File: src/rtl/lockdet_pkg.sv
// Shared types of the filtered lock indicator.
// Assumes nothing beyond IEEE 1800-2017 synthesizable subset.
package lockdet_pkg;

    // Phase measurement states: waiting for a first edge, or timing the gap.
    typedef enum logic {
        MS_IDLE = 1'b0,
        MS_WAIT = 1'b1
    } meas_state_e;

endpackage

File: src/rtl/lockdet_edge_sync.sv
// Synchronises an asynchronous pulse into the fast clock and emits a
// one-cycle strobe on each rising edge.
// Assumes: input pulses stay high for at least one fast-clock period.
module lockdet_edge_sync #(
    parameter int STAGES = 2
) (
    input  logic clk,
    input  logic rst_n,
    input  logic din,
    output logic rise
);

    localparam int SW = STAGES + 1;

    logic [SW-1:0] sh_q;

    // Shift the input through the synchroniser plus one history flop.
    always_ff @(posedge clk) begin
        if (!rst_n) begin
            sh_q <= '0;
        end else begin
            sh_q <= {sh_q[SW-2:0], din};
        end
    end

    assign rise = sh_q[STAGES-1] & ~sh_q[STAGES];

endmodule

File: src/rtl/lockdet_phase_meas.sv
// Measures the distance in fast-clock cycles between a reference edge and
// a feedback edge, whichever comes first. It emits one result per pair,
// or a timeout result when the partner edge does not arrive in time.
// Assumes: TIMEOUT >= 1 and TIMEOUT fits in CNT_W bits.
module lockdet_phase_meas
    import lockdet_pkg::*;
#(
    parameter int CNT_W   = 8,
    parameter int TIMEOUT = 255
) (
    input  logic             clk,
    input  logic             rst_n,
    input  logic             clr,
    input  logic             ref_rise,
    input  logic             fb_rise,
    output logic             meas_valid,
    output logic [CNT_W-1:0] meas_err,
    output logic             meas_tmo
);

    localparam logic [CNT_W-1:0] TMO_L = CNT_W'(TIMEOUT);
    localparam logic [CNT_W-1:0] ONE_L = CNT_W'(1);

    meas_state_e      state_q;
    logic [CNT_W-1:0] gap_q;
    logic             lead_ref_q;
    logic             trail_seen;

    // Partner of the edge that opened the current measurement.
    always_comb begin
        trail_seen = lead_ref_q ? fb_rise : ref_rise;
    end

    // Measurement sequencer: open on a first edge, close on the partner or timeout.
    always_ff @(posedge clk) begin
        if (!rst_n || clr) begin
            state_q    <= MS_IDLE;
            gap_q      <= '0;
            lead_ref_q <= 1'b0;
            meas_valid <= 1'b0;
            meas_err   <= '0;
            meas_tmo   <= 1'b0;
        end else begin
            meas_valid <= 1'b0;
            meas_tmo   <= 1'b0;
            unique case (state_q)
                MS_IDLE: begin
                    if (ref_rise && fb_rise) begin
                        meas_valid <= 1'b1;
                        meas_err   <= '0;
                    end else if (ref_rise || fb_rise) begin
                        state_q    <= MS_WAIT;
                        gap_q      <= ONE_L;
                        lead_ref_q <= ref_rise;
                    end
                end
                MS_WAIT: begin
                    if (trail_seen) begin
                        meas_valid <= 1'b1;
                        meas_err   <= gap_q;
                        state_q    <= MS_IDLE;
                    end else if (gap_q == TMO_L) begin
                        meas_valid <= 1'b1;
                        meas_tmo   <= 1'b1;
                        meas_err   <= TMO_L;
                        state_q    <= MS_IDLE;
                    end else begin
                        gap_q <= gap_q + ONE_L;
                    end
                end
                default: state_q <= MS_IDLE;
            endcase
        end
    end

endmodule

File: src/rtl/lockdet_decim.sv
// Passes on only every DECIM-th measurement, counted from the last clear.
// Assumes: DECIM >= 2.
module lockdet_decim #(
    parameter int CNT_W = 8,
    parameter int DECIM = 64
) (
    input  logic             clk,
    input  logic             rst_n,
    input  logic             clr,
    input  logic             meas_valid,
    input  logic [CNT_W-1:0] meas_err,
    input  logic             meas_tmo,
    output logic             eval_pulse,
    output logic [CNT_W-1:0] eval_err,
    output logic             eval_tmo
);

    localparam int            DW     = (DECIM > 1) ? $clog2(DECIM) : 1;
    localparam logic [DW-1:0] LAST_L = DW'(DECIM - 1);

    logic [DW-1:0] seen_q;

    // Count measurements and forward the last one of each group.
    always_ff @(posedge clk) begin
        if (!rst_n || clr) begin
            seen_q     <= '0;
            eval_pulse <= 1'b0;
            eval_err   <= '0;
            eval_tmo   <= 1'b0;
        end else begin
            eval_pulse <= 1'b0;
            if (meas_valid) begin
                if (seen_q == LAST_L) begin
                    seen_q     <= '0;
                    eval_pulse <= 1'b1;
                    eval_err   <= meas_err;
                    eval_tmo   <= meas_tmo;
                end else begin
                    seen_q <= seen_q + DW'(1);
                end
            end
        end
    end

endmodule

File: src/rtl/lockdet_filter.sv
// Hysteresis filter: lock after GOOD_NEED consecutive in-window samples,
// unlock on a single sample beyond the unlock window.
// Assumes: GOOD_NEED >= 1; windows are held steady while enabled.
module lockdet_filter #(
    parameter int CNT_W     = 8,
    parameter int GOOD_NEED = 4
) (
    input  logic             clk,
    input  logic             rst_n,
    input  logic             clr,
    input  logic             eval_pulse,
    input  logic [CNT_W-1:0] eval_err,
    input  logic             eval_tmo,
    input  logic [CNT_W-1:0] win_lock,
    input  logic [CNT_W-1:0] win_unlock,
    output logic             lock_q
);

    localparam int            GW     = $clog2(GOOD_NEED + 1);
    localparam logic [GW-1:0] GOOD_L = GW'(GOOD_NEED);

    logic [GW-1:0] run_q;
    logic          is_bad;
    logic          is_good;

    // Classify the evaluated sample against both windows.
    always_comb begin
        is_bad  = eval_tmo || (eval_err > win_unlock);
        is_good = !is_bad && (eval_err <= win_lock);
    end

    // Update the good-sample run and the lock flag on each evaluation.
    always_ff @(posedge clk) begin
        if (!rst_n || clr) begin
            run_q  <= '0;
            lock_q <= 1'b0;
        end else if (eval_pulse) begin
            if (is_bad) begin
                run_q  <= '0;
                lock_q <= 1'b0;
            end else if (is_good) begin
                if (run_q != GOOD_L) begin
                    run_q <= run_q + GW'(1);
                end
                if (run_q >= GOOD_L - GW'(1)) begin
                    lock_q <= 1'b1;
                end
            end else begin
                run_q <= '0;
            end
        end
    end

endmodule

File: src/rtl/lockdet_top.sv
// Filtered lock indicator: synchronises both divided pulses, measures
// their phase error, decimates, and filters with asymmetric hysteresis.
// Assumes: pulses are asynchronous to clk and wider than one clk period;
// the reference period exceeds TIMEOUT plus the pipeline depth.
module lockdet_top #(
    parameter int CNT_W       = 8,
    parameter int DECIM       = 64,
    parameter int GOOD_NEED   = 4,
    parameter int TIMEOUT     = 255,
    parameter int SYNC_STAGES = 2
) (
    input  logic             clk,
    input  logic             rst_n,
    input  logic             ref_pulse,
    input  logic             fb_pulse,
    input  logic [CNT_W-1:0] win_lock,
    input  logic [CNT_W-1:0] win_unlock,
    input  logic             det_en,
    input  logic             pwr_dn,
    output logic             lock_out
);

    localparam int NCH = 2;

    logic [NCH-1:0]   pulse_in;
    logic [NCH-1:0]   pulse_rise;
    logic             clr;
    logic             meas_valid;
    logic [CNT_W-1:0] meas_err;
    logic             meas_tmo;
    logic             eval_pulse;
    logic [CNT_W-1:0] eval_err;
    logic             eval_tmo;

    assign pulse_in = {fb_pulse, ref_pulse};
    assign clr      = pwr_dn | ~det_en;

    // One synchroniser per input pulse train.
    for (genvar ch = 0; ch < NCH; ch++) begin : g_sync
        lockdet_edge_sync #(
            .STAGES (SYNC_STAGES)
        ) sync_i (
            .clk   (clk),
            .rst_n (rst_n),
            .din   (pulse_in[ch]),
            .rise  (pulse_rise[ch])
        );
    end

    lockdet_phase_meas #(
        .CNT_W   (CNT_W),
        .TIMEOUT (TIMEOUT)
    ) meas_i (
        .clk        (clk),
        .rst_n      (rst_n),
        .clr        (clr),
        .ref_rise   (pulse_rise[0]),
        .fb_rise    (pulse_rise[1]),
        .meas_valid (meas_valid),
        .meas_err   (meas_err),
        .meas_tmo   (meas_tmo)
    );

    lockdet_decim #(
        .CNT_W (CNT_W),
        .DECIM (DECIM)
    ) decim_i (
        .clk        (clk),
        .rst_n      (rst_n),
        .clr        (clr),
        .meas_valid (meas_valid),
        .meas_err   (meas_err),
        .meas_tmo   (meas_tmo),
        .eval_pulse (eval_pulse),
        .eval_err   (eval_err),
        .eval_tmo   (eval_tmo)
    );

    lockdet_filter #(
        .CNT_W     (CNT_W),
        .GOOD_NEED (GOOD_NEED)
    ) filt_i (
        .clk        (clk),
        .rst_n      (rst_n),
        .clr        (clr),
        .eval_pulse (eval_pulse),
        .eval_err   (eval_err),
        .eval_tmo   (eval_tmo),
        .win_lock   (win_lock),
        .win_unlock (win_unlock),
        .lock_q     (lock_out)
    );

endmodule

File: config.mk
export PLATFORM = sky130hd
export DESIGN_NAME = lockdet_top
export DESIGN_NICKNAME = d
export VERILOG_FILES = /design/src/rtl/lockdet_pkg.sv /design/src/rtl/lockdet_edge_sync.sv /design/src/rtl/lockdet_phase_meas.sv /design/src/rtl/lockdet_decim.sv /design/src/rtl/lockdet_filter.sv /design/src/rtl/lockdet_top.sv
export SDC_FILE = /design/constraint.sdc
export NUM_CORES = 1
export LEC_CHECK = 0
export ABC_CLOCK_PERIOD_IN_PS = 3700
export BUFFER_PORTS_ARGS = -buffer_cell sky130_fd_sc_hd__buf_2
export CORE_ASPECT_RATIO = 2
export CORE_MARGIN = 1.5
export CORE_UTILIZATION = 30
export CTS_CLUSTER_SIZE = 14
export DETAILED_ROUTE_END_ITERATION = 10
export PLACE_DENSITY = 0.49
export SYNTH_ARGS = -nofsm -noshare
export SYNTH_HDL_FRONTEND = slang
export SYNTH_HIERARCHICAL = 1
export SYNTH_SLANG_ARGS = --single-unit
File: constraint.sdc
create_clock -name clk -period 3.7 [get_ports clk]
set_input_delay 0.185 -clock clk [delete_from_list [all_inputs] [get_ports clk]]
set_output_delay 0.185 -clock clk [all_outputs]
set_load 0.005 [all_outputs]
==> results of run 1 <==
metrics by stage:
stage	std cells	area (um2)	total power, W	setup WS, ns	hold slack [ns]
floorplan	268	2450	0.000544	1.94	0.307
CTS	383	2800	0.00108	1.77	0.0892
global placement	376	2630	0.000563	1.82	0.386
detailed placement	376	2630	0.000564	1.78	0.390
global route	383	2800	0.00111	1.68	0.0869
finish	383	2800	0.00106	1.80	0.0987
cell type report:
cell class | instances | area share, %
Multi-Input combinational cell | 190 | 49.9
Timing Repair Buffer | 22 | 3.93
Clock buffer | 6 | 4.96
Inverter | 22 | 2.95
Tap cell | 96 | 4.29
Sequential cell | 46 | 32.9
Clock inverter | 1 | 1.07
synth_stat cells, types with 2 or more instances:
| master | n | area (um2) |
|---|---|---|
| o31a_1 | 2 | 17.5 |
| clkbuf_1 | 6 | 22.5 |
| ha_1 | 23 | 288 |
| xnor2_1 | 2 | 17.5 |
| nor2b_4 | 2 | 27.5 |
| o21a_1 | 2 | 15.0 |
| nand3_1 | 20 | 100 |
| o21ai_0 | 15 | 75.1 |
| o21ai_1 | 2 | 10.0 |
| or4_1 | 2 | 15.0 |
| nor3_1 | 5 | 25.0 |
| xor2_1 | 2 | 17.5 |
| a211oi_1 | 2 | 15.0 |
| buf_2 | 2 | 10.0 |
| and2_1 | 9 | 56.3 |
| nor4_1 | 2 | 12.5 |
| nand4_1 | 7 | 43.8 |
| nor2b_1 | 2 | 12.5 |
| or3_1 | 2 | 12.5 |
| or2b_2 | 2 | 17.5 |
| nor2_1 | 8 | 30.0 |
| nand2_1 | 14 | 52.6 |
| dfxtp_1 | 46 | 921 |
| inv_1 | 22 | 82.6 |
| o211ai_1 | 3 | 22.5 |
| a21oi_1 | 23 | 115 |
| o221a_2 | 8 | 90.1 |
| a21o_1 | 2 | 15.0 |
| a31oi_1 | 3 | 18.8 |
| nand2b_1 | 6 | 37.5 |
cells in the final DEF, fill, tap and decap left out, drive strengths merged, types with 3 or more instances in the layout:
master,synthesis,layout
a21oi,23,23
o221a,8,8
dfxtp,46,46
ha,23,23
o211ai,4,4
clkbuf,6,6
a31oi,3,3
nor2,8,8
a211oi,3,3
nand2,14,14
nand2b,6,6
nand3,20,20
nor2b,4,4
nor4,3,3
and2,9,9
o21ai,17,17
buf,4,22
nor3,5,5
inv,22,22
nand4,9,9
flip-flops by register name, indices dropped and copies added, names as in the netlist:
register and flops:
meas_i/meas_err 8, decim_i/eval_tmo 1, decim_i/seen_q 6, meas_i/lead_ref_q 1, filt_i/run_q 3, meas_i/state_q 1, meas_i/meas_tmo 1, filt_i/lock_q 1
decim_i/eval_err 8, g_sync.sync_i/sh_q 6, decim_i/eval_pulse 1, meas_i/gap_q 8, meas_i/meas_valid 1
where the power goes:
part	leakage (nW)	internal (W)	switching [W]
registers	0.371	0.000499	0.00000249
logic	0.657	0.0000230	0.0000281
clock network	0.0829	0.000333	0.000175
total	1.11	0.000855	0.000205
critical path, cell delays in order, from the launching register on:
cell	delay, ns
dfxtp_1	0.32
ha_1	0.31
and4b_4	0.22
a211oi_2	0.21
o22ai_2	0.14
nor4_4	0.33
nand4b_1	0.13
a31oi_1	0.17
layer usage:
metal  GRT usage, %  vias up  routed length (um)
met5              0        -                   0
met4           7.44        0                 210
met3           2.91       11                 170
met2           25.9       34                2960
met1           11.6      883                1910
li1               -     1022                   -
final timing paths:
kind	startpoint	endpoint	slack [ns]	depth (start not counted)
worst min register to register	g_sync[1].sync_i/sh_q[0]	g_sync[1].sync_i/sh_q[1]	0.43	1
worst max-delay path	decim_i/eval_err[2]	filt_i/run_q[1]	1.80	7
worst max register to register	decim_i/eval_err[2]	filt_i/run_q[1]	1.80	7
worst min-delay path	ref_pulse	g_sync[0].sync_i/sh_q[0]	0.1	2
logic make-up after synthesis:
family	Yosys count	synth area share, %
XOR/XNOR	4	1.43
AO/OA/AOI/OAI	70	19.9
adder cells (fa/ha/maj)	23	11.7
flip-flops	46	37.6
buffers and inverters	32	5.46
AND/OR/NAND/NOR	90	22.5
multiplexers	3	1.43
==> metrics, run 1 <==
TritonCTS clock tree done; gpl congestion 0.777; kind of critical path reg2reg; Site Rows 46; Avg Cell Area, Syn 9.15 um2; die area 0.00876 mm2; Slew HR 54.6%; fin crit share 51.4%; Cell variety after synth 52; RSZ-0062 raised after global routing false; maxcap violations 0; Reg area 921 um2; Leakage 1.11 nW; initial core utilization 30.9%; IO Count 23; Synth Net Count 313; Synthesis Warnings 6; P&R area growth vs syn 14.2%; vias in the first global route 1,873; CP required 3.91 ns; Resized cells post-CTS 0; # DRC 0; Fmax achieved 526 MHz; Fin Setup TNS 0 ns; Final #Nets 332; Hold Fails Final Rpt 0; FILL cells 818; final core utilization 35.3%; Vias/cell 5.09; GRT Resource Usage Total 13.1%; later-pin clock latency in the skew report 0.28 ns; CP startpoint kind flop; CP Max Fanout 4; VDD IR-drop max 0.248 mV; post-CTS setup buffers 0; max-slew violation count 0; sequential fraction of the synthesis area 37.6%; first-pass GRT wire length 8720 um; CP endpoint kind flop; First-pass DRT Iterations 4; Wirelength per Cell 13.7 um; CTS sink cnt 46; Antenna Violating Nets Remaining 0; critical path arrival 2.11 ns; Max clock buf depth 2; fin crit period 1.90 ns; multi-input logic area 0.00140 mm2; number of synthesized flops with an enable pin 0; PwrDens 378 mW/mm2; largest net degree at the start of global routing 17; hold-fix buffers at CTS 0; clock slew at the register clock pins of the worst setup and hold paths 0.06 ns; Iter 0 DRT Violations 37; core footprint 0.00794 mm2; Final Routed Wirelength 5260 um; GRT Residual Overflow 0; layout cells sized above 1 18.1%; mapped cell area 0.00245 mm2; primary flip-flop cell chosen by synthesis mapping dfxtp_1; PortBufs 22; Synth Instances 268; initial antenna violation count 0; status finished clean; Detail Placement HPWL 4200 um; CTS Buf Count 5; Horiz. Die Dim 66.9 um; ys async rst share 0%; final setup fails 0; Worst Skew 0.00473 ns; htree depth 2; clk root buf clkbuf_16; Slew @ Worst Pin 0.676 ns; Die Y 131 um; Antenna Cells 0; via count 1,950; Yosys reg bits 46; worst hold path type in2reg
Note: power is estimated with default switching activity, not from simulation.
==> inputs of run 2 (changes only) <==
--- a/config.mk
+++ b/config.mk
@@ -5,7 +5,8 @@
 export SDC_FILE = /design/constraint.sdc
 export NUM_CORES = 1
 export LEC_CHECK = 0
-export ABC_CLOCK_PERIOD_IN_PS = 3700
+export ABC_AREA = 1
+export ABC_CLOCK_PERIOD_IN_PS = 1800
 export BUFFER_PORTS_ARGS = -buffer_cell sky130_fd_sc_hd__buf_2
 export CORE_ASPECT_RATIO = 2
 export CORE_MARGIN = 1.5
==> constraint.sdc (replaced) <==
create_clock -name clk -period 1.8 [get_ports clk]
set_input_delay 0.09 -clock clk [delete_from_list [all_inputs] [get_ports clk]]
set_output_delay 0.09 -clock clk [all_outputs]
set_load 0.005 [all_outputs]
==> metrics, run 2 <==
mux contribution to synthesized area 0%; Final #Nets 438; CTS sink cnt 46; area leader, netlist dfxtp_1; Site Rows 48; Cell Chain, Critical Path inv_1, nor2_2, ha_1, or2_1, or2_1, nand3_2, nand2_1, nand2_1, inv_1; final core utilization 35.6%; first-pass GRT wire length 9830 um; xor and xnor area share after synthesis 0.333%; Pint 0.00160 W; fin crit share 89.2%; FILL cells 931; Reg power frac 48.5%; VDD IR-drop max 0.365 mV; sw power 0.000515 W; Iter 0 DRT Violations 52; kind of critical path reg2reg; synth top area cells dfxtp_1, nand2_1, ha_1; Synth Net Count 404; Detail Placement HPWL 4540 um; max-slew violation count 0; PortBufs 22; Clk pwr share 44.7%; Slowest-stage cell, CP or2_1; vias in the first global route 2,289; number of synthesized flops with an enable pin 0; CP required 2.00 ns; final setup fails 0; status finished clean; via count 2,229; Synthesis Warnings 6; end of the worst hold path g_sync[0].sync_i/sh_q[1]; primary flip-flop cell chosen by synthesis mapping dfxtp_1; Comb power frac 6.7%; Die Y 135 um; mapped cell area 0.00263 mm2; Slew @ Worst Pin 0.461 ns; CTS Buf Count 5; sw frac 24.3%; top-area cell type share of the netlist area 35.0%; ys async rst share 0%; GRT Resource Usage Total 13.3%; min-delay src rst_n; First-pass DRT Iterations 4; gpl congestion 0.771; clock slew at the register clock pins of the worst setup and hold paths 0.07 ns; Final Routed Wirelength 5490 um; Largest stage delay, worst path 0.38 ns; TritonCTS clock tree done; IO Count 23; Horiz. Die Dim 69.2 um; layer with the highest usage met2; P&R area growth vs syn 16.1%; Compound-Gate Fraction of Synth Area 9.08%; Max clock buf depth 2; later-pin clock latency in the skew report 0.30 ns; initial antenna violation count 0; biggest regs decim_i/eval_err x8, meas_i/gap_q x8, meas_i/meas_err x8; largest net degree at the start of global routing 17; clk root buf clkbuf_16; Wirelength per Cell 11.1 um; sequential fraction of the synthesis area 35.0%; Avg Cell Area, Syn 7.33 um2; Antenna Cells 0; PwrDens 694 mW/mm2; Synth Instances 359; met1 Usage GRT 10.8%; htree depth 2; CP endpoint kind flop; initial core utilization 30.6%; Simple-Gate Fraction of Synth Area 33.7%; adder-cell share of the synthesized area 10.9%; Worst R2R Start g_sync[0].sync_i/sh_q[1]; worst hold path type in2reg; Yosys reg bits 46; most common cell in the netlist nand2_1; Slew HR 69.2%; maxcap violations 0; die area 0.00938 mm2; met3 GRT Util 2.38%; Leakage 1.48 nW; Vias/cell 4.51; Fmax achieved 623 MHz; Antenna Violating Nets Remaining 0; synth cell count leaders nand2_1, inv_1, dfxtp_1; worst reg2reg setup slack 0.19 ns; Cell variety after synth 33; fin crit period 1.61 ns; RSZ-0062 raised after global routing false; Fin Setup TNS 0 ns; GRT Residual Overflow 0; commonest non-fill, non-tap cell in the layout nand2_1; critical path arrival 1.80 ns; layout cells sized above 1 16.8%; # DRC 0; largest family of logic cells by synthesized area simple AND/OR/NAND/NOR gates; CP startpoint kind flop; Hold Fails Final Rpt 0; Worst Skew 0.00761 ns; R2R depth 9; r2r endpoint meas_i/gap_q[6]; Hold Crit Depth 3; most frequent cells in the layout nand2_1, inv_1, dfxtp_1, a21oi_1; CP Max Fanout 9; GRT met2 Usage 28.6%; core footprint 0.00859 mm2
## run 2: through the flow
| step | hold WS [ns] | total power [W] | worst slack, ns | cells | instance area [um2] |
|---|---|---|---|---|---|
| finish | 0.0892 | 0.00212 | 0.194 | 494 | 3050 |
| detailed placement | 0.272 | 0.00120 | 0.180 | 484 | 2880 |
| floorplan | 0.183 | 0.00115 | 0.243 | 359 | 2630 |
| global route | 0.108 | 0.00222 | 0.000204 | 494 | 3050 |
| global placement | 0.267 | 0.00119 | 0.204 | 484 | 2880 |
| CTS | 0.0912 | 0.00216 | 0.170 | 494 | 3050 |
## run 2: cell type report
type,count,area (um2),share of cell area (%)
inverter,61,229,7.50
multi-input combinational,245,1420,46.6
clock inverter,3,25.0,0.819
tap,100,125,4.10
clock buffer,5,125,4.10
sequential,46,921,30.2
timing repair buffer,34,205,6.72
## run 2: power groups by stage
stage | Combinational, W | Clock [W] | Sequential (W)
after global routing | 0.000165 | 0.00102 | 0.00103
final | 0.000143 | 0.000948 | 0.00103
after detailed placement | 0.000143 | 0 | 0.00105
after CTS | 0.000148 | 0.000986 | 0.00103
after floorplan | 0.0000936 | 0 | 0.00105
after global placement | 0.000142 | 0 | 0.00105
## run 2: timing repair
item / 4_1_cts / 5_1_grt
hold buffers: 2 / 0
resized for setup: 0 / 1
setup buffers: 0 / 0
endpoints found under the hold margin: 2 / 0
endpoints found under the setup margin: 0 / 8
## run 2: logic make-up after synthesis
family / count (synthesis)
AND/OR/NAND/NOR: 176
buffers and inverters: 68
flip-flops: 46
AO/OA/AOI/OAI: 45
adder cells (fa/ha/maj): 23
XOR/XNOR: 1
## run 2: worst max-delay path by stage
stage                                   startpoint  cells past startpoint  slack [ns]         endpoint
final                     g_sync[0].sync_i/sh_q[1]                      9        0.19  meas_i/gap_q[6]
after global routing           decim_i/eval_err[1]                     12      0.0002  filt_i/run_q[1]
after CTS                 g_sync[0].sync_i/sh_q[1]                      9        0.17  meas_i/gap_q[6]
after detailed placement  g_sync[0].sync_i/sh_q[1]                      9        0.18  meas_i/gap_q[6]
after global placement    g_sync[0].sync_i/sh_q[1]                      9        0.20  meas_i/gap_q[7]
after floorplan           g_sync[0].sync_i/sh_q[1]                     11        0.24  meas_i/gap_q[6]
## run 2: layer usage
layer / vias up / wire, um
met5: - / 0
met4: 0 / 127
met3: 8 / 128
met2: 25 / 3400
met1: 995 / 1840
li1: 1201 / -
## run 2: critical path: cells and delay by family (launching register included)
kind | cells | cell delay [ns]
buffers and inverters | 2 | 0.09
adder cells (fa/ha/maj) | 1 | 0.18
AND/OR/NAND/NOR | 6 | 0.93
flip-flops | 1 | 0.31
